$ cat src/rtl/irq_redirect_dispatch.sv
module irq_redirect_dispatch #(
  parameter int NPINS       = 24,
  parameter int EXTINT_MODE = 7,
  parameter int IDXW        = $clog2(NPINS)
) (
  input  logic             clk,
  input  logic             rst_n,
  input  logic [NPINS-1:0] irq_in,
  input  logic [NPINS-1:0] pin_level_mode,
  input  logic             tbl_wr,
  output logic [IDXW-1:0]  tbl_idx,
  input  logic [63:0]      tbl_entry,
  output logic             dv_valid,
  input  logic             dv_ready,
  output logic [7:0]       dv_dest,
  output logic             dv_dest_mode,
  output logic [2:0]       dv_mode,
  output logic [7:0]       dv_vector,
  output logic             dv_polarity,
  output logic             dv_trigger,
  output logic             lv_req,
  input  logic             lv_ack,
  input  logic [7:0]       lv_vector
);
  typedef enum logic [1:0] {S_IDLE, S_SCAN, S_FETCH, S_SEND} st_t;

  st_t              st;
  logic [IDXW-1:0]  ptr;
  logic             rerun;
  logic [NPINS-1:0] pend, req_q, pinreq, rise, clr;
  logic             unused_bits;

  assign unused_bits = ^{tbl_entry[55:17], tbl_entry[14], tbl_entry[12]};

  always_comb begin
    pinreq    = irq_in;
    pinreq[0] = 1'b0;
    pinreq[2] = irq_in[0] | irq_in[2];
  end

  assign rise = pinreq & ~req_q;

  logic start, hit, last, xfer, advance;
  assign start   = (|rise) | tbl_wr;
  assign hit     = pend[ptr] && !tbl_entry[16];
  assign last    = ptr == IDXW'(NPINS - 1);
  assign dv_valid = st == S_SEND;
  assign lv_req  = st == S_FETCH;
  assign xfer    = dv_valid && dv_ready;
  assign advance = (st == S_SCAN && !hit) || xfer;
  assign clr     = xfer ? (NPINS'(1) << ptr) : '0;
  assign tbl_idx = ptr;

  always_ff @(posedge clk) begin
    if (!rst_n) begin
      req_q <= '0;
      pend  <= '0;
    end else begin
      req_q <= pinreq;
      pend  <= (pin_level_mode & pinreq) | (~pin_level_mode & ((pend & ~clr) | rise));
    end
  end

  always_ff @(posedge clk) begin
    if (!rst_n) begin
      st           <= S_IDLE;
      ptr          <= '0;
      rerun        <= 1'b0;
      dv_dest      <= '0;
      dv_dest_mode <= 1'b0;
      dv_mode      <= '0;
      dv_vector    <= '0;
      dv_polarity  <= 1'b0;
      dv_trigger   <= 1'b0;
    end else begin
      case (st)
        S_IDLE: if (start) begin
          st  <= S_SCAN;
          ptr <= '0;
        end
        S_SCAN: if (hit) begin
          dv_dest      <= tbl_entry[63:56];
          dv_dest_mode <= tbl_entry[11];
          dv_mode      <= tbl_entry[10:8];
          dv_vector    <= tbl_entry[7:0];
          dv_polarity  <= tbl_entry[13];
          dv_trigger   <= tbl_entry[15];
          st <= (tbl_entry[10:8] == 3'(EXTINT_MODE)) ? S_FETCH : S_SEND;
        end
        S_FETCH: if (lv_ack) begin
          dv_vector <= lv_vector;
          st        <= S_SEND;
        end
        default: ;
      endcase
      if (advance) begin
        if (last) begin
          ptr <= '0;
          st  <= (rerun || start) ? S_SCAN : S_IDLE;
        end else begin
          ptr <= ptr + IDXW'(1);
          st  <= S_SCAN;
        end
      end
      if (st != S_IDLE) begin
        if (advance && last) rerun <= 1'b0;
        else if (start)      rerun <= 1'b1;
      end
    end
  end

  assert_hold_R10: assert property (@(posedge clk) disable iff (!rst_n)
    dv_valid && !dv_ready |=> dv_valid &&
      $stable({dv_dest, dv_dest_mode, dv_mode, dv_vector, dv_polarity, dv_trigger}));

  assert_fetch_hold_R6: assert property (@(posedge clk) disable iff (!rst_n)
    lv_req && !lv_ack |=> lv_req);

  assert_masked_skip_R2: assert property (@(posedge clk) disable iff (!rst_n)
    st == S_SCAN && tbl_entry[16] |=> !dv_valid && !lv_req);

  assert_edge_clear_R5: assert property (@(posedge clk) disable iff (!rst_n)
    xfer && !pin_level_mode[ptr] && !rise[ptr] |=> !pend[$past(ptr)]);

  assert_remap_R7: assert property (@(posedge clk) disable iff (!rst_n)
    irq_in[0] && !req_q[2] && !pin_level_mode[2] |=> pend[2]);

  assert_order_R8: assert property (@(posedge clk) disable iff (!rst_n)
    xfer && !last |=> ptr > $past(ptr));
endmodule

$ cat config.mk
export PLATFORM = sky130hd
export DESIGN_NAME = irq_redirect_dispatch
export DESIGN_NICKNAME = d
export VERILOG_FILES = /design/src/rtl/irq_redirect_dispatch.sv
export SDC_FILE = /design/constraint.sdc
export NUM_CORES = 1
export LEC_CHECK = 0
export BUFFER_PORTS_ARGS = -buffer_cell sky130_fd_sc_hd__buf_4
export CAP_MARGIN = 5
export CORE_ASPECT_RATIO = 0.75
export CORE_MARGIN = 3
export CORE_UTILIZATION = 30
export CTS_CLUSTER_SIZE = 16
export DETAILED_ROUTE_END_ITERATION = 7
export PLACE_DENSITY_LB_ADDON = 0.12
export SLEW_MARGIN = 0
export SYNTH_ARGS = -nofsm -noshare
export SYNTH_HDL_FRONTEND = slang
export SYNTH_SLANG_ARGS = --single-unit
$ cat constraint.sdc
create_clock -name clk -period 3.3 [get_ports clk]
set_clock_uncertainty 0.1 [all_clocks]
set_input_delay 0.66 -clock clk [delete_from_list [all_inputs] [get_ports clk]]
set_output_delay 0.66 -clock clk [all_outputs]
set_load 0.1 [all_outputs]
# Word-level counts from Yosys, hierarchy flattened
# Cells that the tools add are included.
# word_totals
regBits,78
inputBits,125
out_inout_bits,29
elab_cells,77
# classes
addsub,1
magnitude_cmp,1
eq_ne,10
shifts,1
mux,20
n_bitwise,11
n_reduce_logical,21
# ops
op,n
AND 24 bit,4
inverter 24 bit,3
OR 24 bit,2
2-to-1 mux 24 bit,1
OR reduction 24 bit,1
"left shift 1 x 5 -> 24 bit, first input constant",1
2-to-1 mux 5 bit,4
2-to-1 mux 8 bit,2
one-hot mux 8 bit (2 select lines),1
nonzero test 2 bit,5
2-to-1 mux 2 bit,4
"less-than comparator 5 x 6 -> 1 bit, second input constant",1
2-to-1 mux 1 bit,6
"inequality test 3 bit, second input constant",2
one-hot mux 2 bit (3 select lines),1
AND reduction 2 bit,3
"adder 5 x 1 -> 5 bit, second input constant",1
binary-select mux 1 bit (select 5 bit),1
"== test 5 bit, second input constant",1
"== test 2 bit, second input constant",2
logical AND 1 bit,4
AND reduction 4 bit,1
nonzero test 4 bit,1
"== test 3 bit, second input constant",1
other kinds (9),12

# Depth between registers and ports, before layout
# Gate-level depths: netlist (run 1).
# depth
word_depth,9
ltp_mapped,9
depth_no_buf,7

# Worst setup path after synthesis (run 1)
# OpenSTA, ideal clock, no wires.
# synth_path
path_type,flip-flop to flip-flop
from,register ptr[0] (netlist: tbl_idx[0])
to,register st[0]
setup_ns,0.136
t_arrival_ns,2.606
required_time_ns,3.064
path_slack_ns,0.458
path_stages_with_launch,7
path_buffers,1
period_less_slack_ns,2.842
path_cell_list,dfxtp_1 > buf_6 > mux4_2 > o2111ai_2 > nand4_2 > a2111oi_0 > a311oi_1
# synth_between
elab_chain_cells,8
word_cells_on_any_way,14
classes_between,eq/ne (4); mux (4); reduce/logical (6)
# synth_rtl
item,line_no,rtl
start: declaration,28,logic [IDXW-1:0] ptr;
start signal: assignment,101,ptr <= ptr + IDXW'(1);
binary-select mux 1 bit (select 5 bit),45,assign hit = pend[ptr] && !tbl_entry[16];
2-to-1 mux 1 bit (not written as such),45,
logical AND 1 bit,45,
zero test 1 bit,50,assign advance = (st == S_SCAN && !hit) || xfer;
logical AND 1 bit,50,
logical OR 1 bit,50,
"inequality test 3 bit (no source line), or another cell as far along",--,
AND reduction 4 bit (no source line),--,
end signal: assignment,88,st <= (tbl_entry[10:8] == 3'(EXTINT_MODE)) ? S_FETCH : S_SEND;
end signal: assignment,99,st <= (rerun || start) ? S_SCAN : S_IDLE;
end: declaration,27,st_t st;
# Parallel ways exist; a longest one is shown, timed or not. The select of a mux whose other input is x is not followed.
# A chain may end at the register's enable or synchronous reset.

# Final worst setup path (run 1)
# layout_path
from,register ptr[0] (netlist: tbl_idx[0])
to,register ptr[4] (netlist: tbl_idx[4])
# layout_between
elab_chain_cells,8
word_cells_on_any_way,13
classes_between,add/sub (1); eq/ne (1); mux (4); reduce/logical (7)
# layout_rtl
item,line_no
binary-select mux 1 bit (select 5 bit),45
2-to-1 mux 1 bit (not written as such),45
logical AND 1 bit,45
zero test 1 bit,50
logical AND 1 bit,50
logical OR 1 bit,50
nonzero test 2 bit (no source line),--
AND reduction 2 bit (no source line),--
# Parallel ways exist; a longest one is shown, timed or not. The select of a mux whose other input is x is not followed.

==> flow_summary.ini, run 1 <==
[detailed_routing]
viasPerCell = 4.72
wl_per_cell_um = 15.4
drc = 0
drtAntennaViolNets = 0
first_pass_iters = 4
vias = 3277
wirelength_um = 10700
drt-initial-drc-count = 144

[floorplanning]
pin_count = 154
dieArea_sq_mm = 0.0136
die_y_um = 102
fp.dieW_um = 134
core_area_sq_mm = 0.0118
rows = 34
start_util_pct = 31.2

[worst_setup_path]
arrival_ps = 2790
worstReg2RegEnd = tbl_idx[4]
path_cells = buf_4, mux2i_1, a311oi_1, nand3_1, nand4_2, buf_4, and2_1, a41o_1
crit_start = tbl_idx[0]
crit_fanout = 17
ff2ff_setup_slack_ps = 640
r2r-start = tbl_idx[0]
critical_path.top_delay_family = simple AND/OR/NAND/NOR gates
cp-start-kind = flip-flop
worstSetupEndpoint = tbl_idx[4]
slowest_delay_ps = 530
endpoint_kind = flip-flop
cp_common_cell = buf_4
reg2regPathDepth = 8
crit_buf_inv = 2
crit_path_top_delay_cell = dfxtp_1
critPathKind = reg2reg
crit_required_ps = 3430
path_depth = 8

[cts]
cts-root-buf = clkbuf_16
cts_resized = 0
path_clk_slew_ps = 60
clockBufferDepth = 2
cts_made_buffers = 9
postCtsSetupBuffers = 0
ctsHoldBuffers = 0
htreeDepth = 3
clkSinkCount = 77
clkLatencyLatePin_ps = 340
cts_tree = built

[global_route]
grt_pass1_vias = 3220
overflow = 0
grt_use_total_pct = 15.4
grt_pass1_wl_um = 16700
grt_max_degree = 32
antenna_found_initial = 0

[yosys]
yosys_warnings = 0
ys_ff_latch = 77
synthArstFlopShare_pct = 0
syn_nets = 549
ys_seq_area_share_pct = 41.9
syn_avg_cell_area_sq_um = 8.89
ys.flop_type = dfxtp_1
ys_types = 45
syn_area_sq_mm = 0.00368
netlist_instances = 414
synth_edf_count = 0

[pwr]
p_leak_nw = 2.03
power_mw = 3.41
vdd_drop_max_mv = 0.277
p_per_area_mw_per_mm2 = 687

[run]
maxCapViolations = 0

[timing]
rsz0062_at_grt = false
relSlewSlack_pct = 44.4
fin_crit_sh_pct = 80.6
worst_slack_ps = 640
worst_pin_slew_ps = 828
finalSetupViolCount = 0
finalMaxSlewViolations = 0
tns_ps = 0
timing.final.crit_period_ps = 2660
fmax_ghz = 0.376
hold_violations = 0

[worst_hold_path]
hold_class = reg2reg

[cells_and_area]
antennaDiodeCount = 0
area_growth_pct = 35.0
fin_nets = 662
layout.cells.non_filler = 694
drive_above_1_share_pct = 27.1

[placement]
dp_hpwl_um = 8200
dpl.cell_count = 678
gp_congestion = 0.857
post-place-ws_ps = 529
io_buffers = 112

[outcome]
outcome = complete, no violations
-- kinds of logic (layout without fill, tap and decap cells) --
group                      after synthesis  in the layout  synth area share, %
AOI/OAI and AO/OA                      111            111                 19.3
adders and majority gates               10             10                 3.40
buffers and inverters                   50            168                 6.02
DFF                                     77             77                 41.9
muxes                                   33             33                 9.32
and+or+nand+nor                        133            133                 20.1
-- metrics by stage --
| stage | util (%) | hold WS (ps) | instance area, sq um |
|---|---|---|---|
| 2_1_floorplan | - | 318 | 3680 |
| 3_3_place_gp | 39.7 | 329 | 4680 |
| 3_5_place_dp | 39.7 | 330 | 4680 |
| 4_1_cts | 42.1 | 339 | 4960 |
| 5_1_grt | 42.1 | 372 | 4960 |
| 6_report | 42.1 | 339 | 4960 |
-- synthesized netlist by cell type, types with 3 or more instances --
cell type  number  area [sq um]
a2111oi_0       6          52.6
a21oi_1        35           175
a22oi_1         5          37.5
a311oi_1       11          96.3
and2_1         23           144
and3_1          3          18.8
buf_2           3          15.0
clkbuf_1       12          45.0
dfxtp_1        77          1540
ha_1           10           125
inv_1          31           116
mux2i_1        32           320
nand2_1        23          86.3
nand3_1        12          60.1
nand3b_1        9          67.6
nor2_1         19          71.3
nor2b_1        30           188
o21ai_0        39           195
-- sequential cells by signal, indices dropped and copies added, names as in the netlist --
register      cells
dv_mode           3
tbl_idx           5
rerun             1
dv_dest           8
st                2
dv_polarity       1
dv_dest_mode      1
dv_vector         8
dv_trigger        1
pend             24
req_q            23
-- per-layer routing --
layer / track usage (%) / up-vias / share of wire [%]
li1: - / 1688 / -
met1: 22.8 / 1499 / 51
met2: 22.3 / 86 / 42
met3: 4.43 / 4 / 6.2
met4: 3.56 / 0 / 0.56
met5: 0 / - / 0
-- final cells by class --
class                   instances  area (sq um)
flip-flops and latches         77          1540
repair buffers                120           901
clock inverters                 7          58.8
inverters                      32           120
multi-input cells             287          1920
fillers                      1243          6820
well taps                     162           203
clock buffers                   9           225
-- layout by cell type (no fill, tap or decap), drive strengths merged, types with 3 or more instances in the layout --
cell,synthesis,routed
a22oi,5,5
and3,3,3
nor2,19,19
and2,23,23
o21ai,39,39
a2111oi,6,6
ha,10,10
mux2i,32,32
a311oi,12,12
nand2,23,23
nand3b,9,9
clkbuf,12,9
nand4,3,3
nand3,13,13
nor2b,30,30
dfxtp,77,77
buf,6,120
inv,31,34
clkinv,1,3
a21oi,35,35
-- how the worst min path moves through the flow --
stage             from       to  depth (start not counted)
3_5_place_dp   pend[0]  pend[0]                          2
2_1_floorplan  pend[0]  pend[0]                          2
5_1_grt        pend[0]  pend[0]                          2
6_report       pend[0]  pend[0]                          2
3_3_place_gp   pend[0]  pend[0]                          2
4_1_cts        pend[0]  pend[0]                          2
-- worst reg2reg max path, cell delays in order, from the launching register on --
cell      delay [ps]
dfxtp_1          530
buf_4            290
mux2i_1          260
a311oi_1         120
nand3_1          210
nand4_2          300
buf_4            300
and2_1           210
a41o_1           240
-- report_power, final --
part / leakage (nW) / switching, mW / internal [mW]
registers: 0.636 / 0.0649 / 1.03
clock network: 0.133 / 0.426 / 0.520
logic: 1.26 / 0.916 / 0.456
total: 2.03 / 1.41 / 2.01
Note: power is estimated with default switching activity, not from simulation.
==> run 2, diff against run 1 <==
--- a/config.mk
+++ b/config.mk
@@ -5,6 +5,7 @@
 export SDC_FILE = /design/constraint.sdc
 export NUM_CORES = 1
 export LEC_CHECK = 0
+export ABC_AREA = 1
 export BUFFER_PORTS_ARGS = -buffer_cell sky130_fd_sc_hd__buf_4
 export CAP_MARGIN = 5
 export CORE_ASPECT_RATIO = 0.75
==> constraint.sdc (replaced) <==
create_clock -name clk -period 2.77 [get_ports clk]
set_clock_uncertainty 0.1 [all_clocks]
set_input_delay 0.554 -clock clk [delete_from_list [all_inputs] [get_ports clk]]
set_output_delay 0.554 -clock clk [all_outputs]
set_load 0.1 [all_outputs]
==> run 2 against run 1 <==
Sequential power increased by 21%; area after synthesis about the same; final cell count increased by 18%; via count increased by 12%; final area increased by 1.2%; critical path depth increased by 1; die area about the same; first-iteration DRC count increased by 67%; count of clock-buffer cells in the layout increased by 4; fmax increased by 14%; global-route usage about the same; power increased by 31%; critical endpoint is now st[0]; largest cell class unchanged.
==> flow_summary.ini, run 2 <==
[yosys]
synthTopCellsByArea = dfxtp_1 42%, nand2_1 13%, a21oi_1 9.7%
synth_xor_area_share_pct = 0.238
synthArstFlopShare_pct = 0
synth_compound_area_share_pct = 16.7
netlist.area_leader.share_pct = 41.9
ys_seq_area_share_pct = 41.9
syn_avg_cell_area_sq_um = 6.82
ys_ff_latch = 77
yosys_warnings = 0
ys.flop_type = dfxtp_1
ys_types = 26
ys_top_cells_by_count = 126 x nand2_1, 83 x inv_1, 77 x dfxtp_1
syn_nets = 674
synthAdderAreaFrac_pct = 3.40
netlist_instances = 539
syn_area_sq_mm = 0.00368
yosys.area_share.simple_pct = 26.3
synth_mux_area_share_pct = 0
yosysMostFrequentCell = nand2_1
synth.largest_area_cell = dfxtp_1
synth_edf_count = 0
synth_top_family_by_area = simple AND/OR/NAND/NOR gates

[detailed_routing]
wl_met2_um = 4460
first_pass_iters = 5
viasPerCell = 4.47
top_layer = met4
wl_met1_um = 5460
wl_met3_um = 491
vias = 3657
drc = 0
wl_per_cell_um = 12.8
drtAntennaViolNets = 0
wirelength_um = 10500
drt-initial-drc-count = 241

[floorplanning]
rows = 34
dieArea_sq_mm = 0.0136
pin_count = 154
die_y_um = 102
core_area_sq_mm = 0.0118
fp.dieW_um = 134
start_util_pct = 31.2

[timing]
hold_violations = 0
relSlewSlack_pct = 66.2
rsz0062_at_grt = false
worst_pin_slew_ps = 506
finalMaxSlewViolations = 0
timing.final.crit_period_ps = 2340
fmax_ghz = 0.427
tns_ps = 0
finalSetupViolCount = 0
fin_crit_sh_pct = 84.5

[cts]
cts_made_buffers = 9
htreeDepth = 3
cts_tree = built
postCtsSetupBuffers = 0
clkLatencyLatePin_ps = 330
clockBufferDepth = 2
ctsHoldBuffers = 0
cts_resized = 0
path_clk_slew_ps = 60
clkSinkCount = 77
cts-root-buf = clkbuf_16

[worst_setup_path]
crit_buf_inv = 3
slowest_delay_ps = 390
endpoint_kind = flip-flop
crit_required_ps = 2900
crit_fanout = 11
worstReg2RegEnd = st[0]
ff2ff_setup_slack_ps = 430
critPathKind = reg2reg
reg2regPathDepth = 9
path_cells = inv_1, ha_1, clkinv_1, nor2_1, clkinv_1, nand2_1, nand4_1, nand3_1, nor2_1
r2r-start = st[0]
cp-start-kind = flip-flop
critical_path.top_delay_family = buffers and inverters
arrival_ps = 2470
crit_path_top_delay_cell = ha_1

[pwr]
p_per_area_mw_per_mm2 = 891
seq_power_share_pct = 29.7
p_clk_share_pct = 29.7
p_leak_nw = 2.43
switchingPower_mw = 1.86
intPower_mw = 2.62
p_comb_share_pct = 40.6
switching_share_pct = 41.6
vdd_drop_max_mv = 0.393

[worst_hold_path]
holdPathStages = 2
hold_class = in2reg
hp-start = pin_level_mode[0]
worstHoldEndpoint = pend[0]

[outcome]
outcome = complete, no violations

[cells_and_area]
final_cell_mix = 126 x nand2_1, 119 x buf_4, 83 x inv_1, 77 x dfxtp_1, 71 x a21oi_1
layout.cells.non_filler = 818
area_growth_pct = 36.7
drive_above_1_share_pct = 21.8
top_regs = pend: 24 flops, req_q: 23 flops
antennaDiodeCount = 0
fin_nets = 786
max_flop_register = pend
largest_register_ffs = 24
final_common_cell = nand2_1

[global_route]
grt_pass1_vias = 3446
overflow = 0
grt_pass1_wl_um = 16800
antenna_found_initial = 0
grt_use_total_pct = 15.4
grt_max_degree = 40

[run]
maxCapViolations = 0

[placement]
dpl.cell_count = 802
gp_congestion = 0.876
dp_hpwl_um = 7840
io_buffers = 112
## run 2: metrics by stage
stage	total power, mW	setup slack [ps]	util (%)	area (sq um)	hold slack [ps]
after detailed placement	3.18	424	39.7	4680	338
after CTS	4.53	419	42.7	5030	280
after global placement	3.15	520	39.7	4680	334
final	4.48	429	42.7	5030	291
after global routing	4.76	130	42.7	5030	283
after floorplan	2.73	125	-	3680	334
## run 2: layer usage
metal  global-route usage (%)  vias to the layer above
met2                     22.5                       75
li1                         -                     1955
met5                        0                        -
met3                     3.94                        6
met4                     4.58                        0
met1                     22.4                     1621
## run 2: power by group through the flow
stage          combinational (mW)  clock, mW  sequential, mW
3_3_place_gp                 1.80          0            1.35
4_1_cts                      1.82       1.37            1.33
6_report                     1.82       1.33            1.33
5_1_grt                      1.98       1.42            1.35
3_5_place_dp                 1.82          0            1.36
2_1_floorplan               0.845          0            1.89
## run 2: final cells by class
class / count / area, sq um
repair buffers: 119 / 893
clock buffers: 13 / 280
fillers: 1281 / 6760
well taps: 162 / 203
inverters: 87 / 327
flip-flops and latches: 77 / 1540
multi-input cells: 357 / 1720
clock inverters: 3 / 65.1
## run 2: how the worst max path moves through the flow
stage	depth (start not counted)	start	endpoint	slack, ps
2_1_floorplan	10	st[0]	st[0]	130
4_1_cts	8	st[0]	dv_vector[3]	420
6_report	9	st[0]	st[0]	430
3_3_place_gp	9	st[0]	st[0]	520
5_1_grt	8	st[0]	dv_vector[2]	130
3_5_place_dp	8	st[0]	dv_vector[5]	420
## run 2: kinds of logic after synthesis
group | Yosys count
xor+xnor | 1
compound gates | 119
flops | 77
fa+ha+maj | 10
buf+inv | 105
simple gates | 227
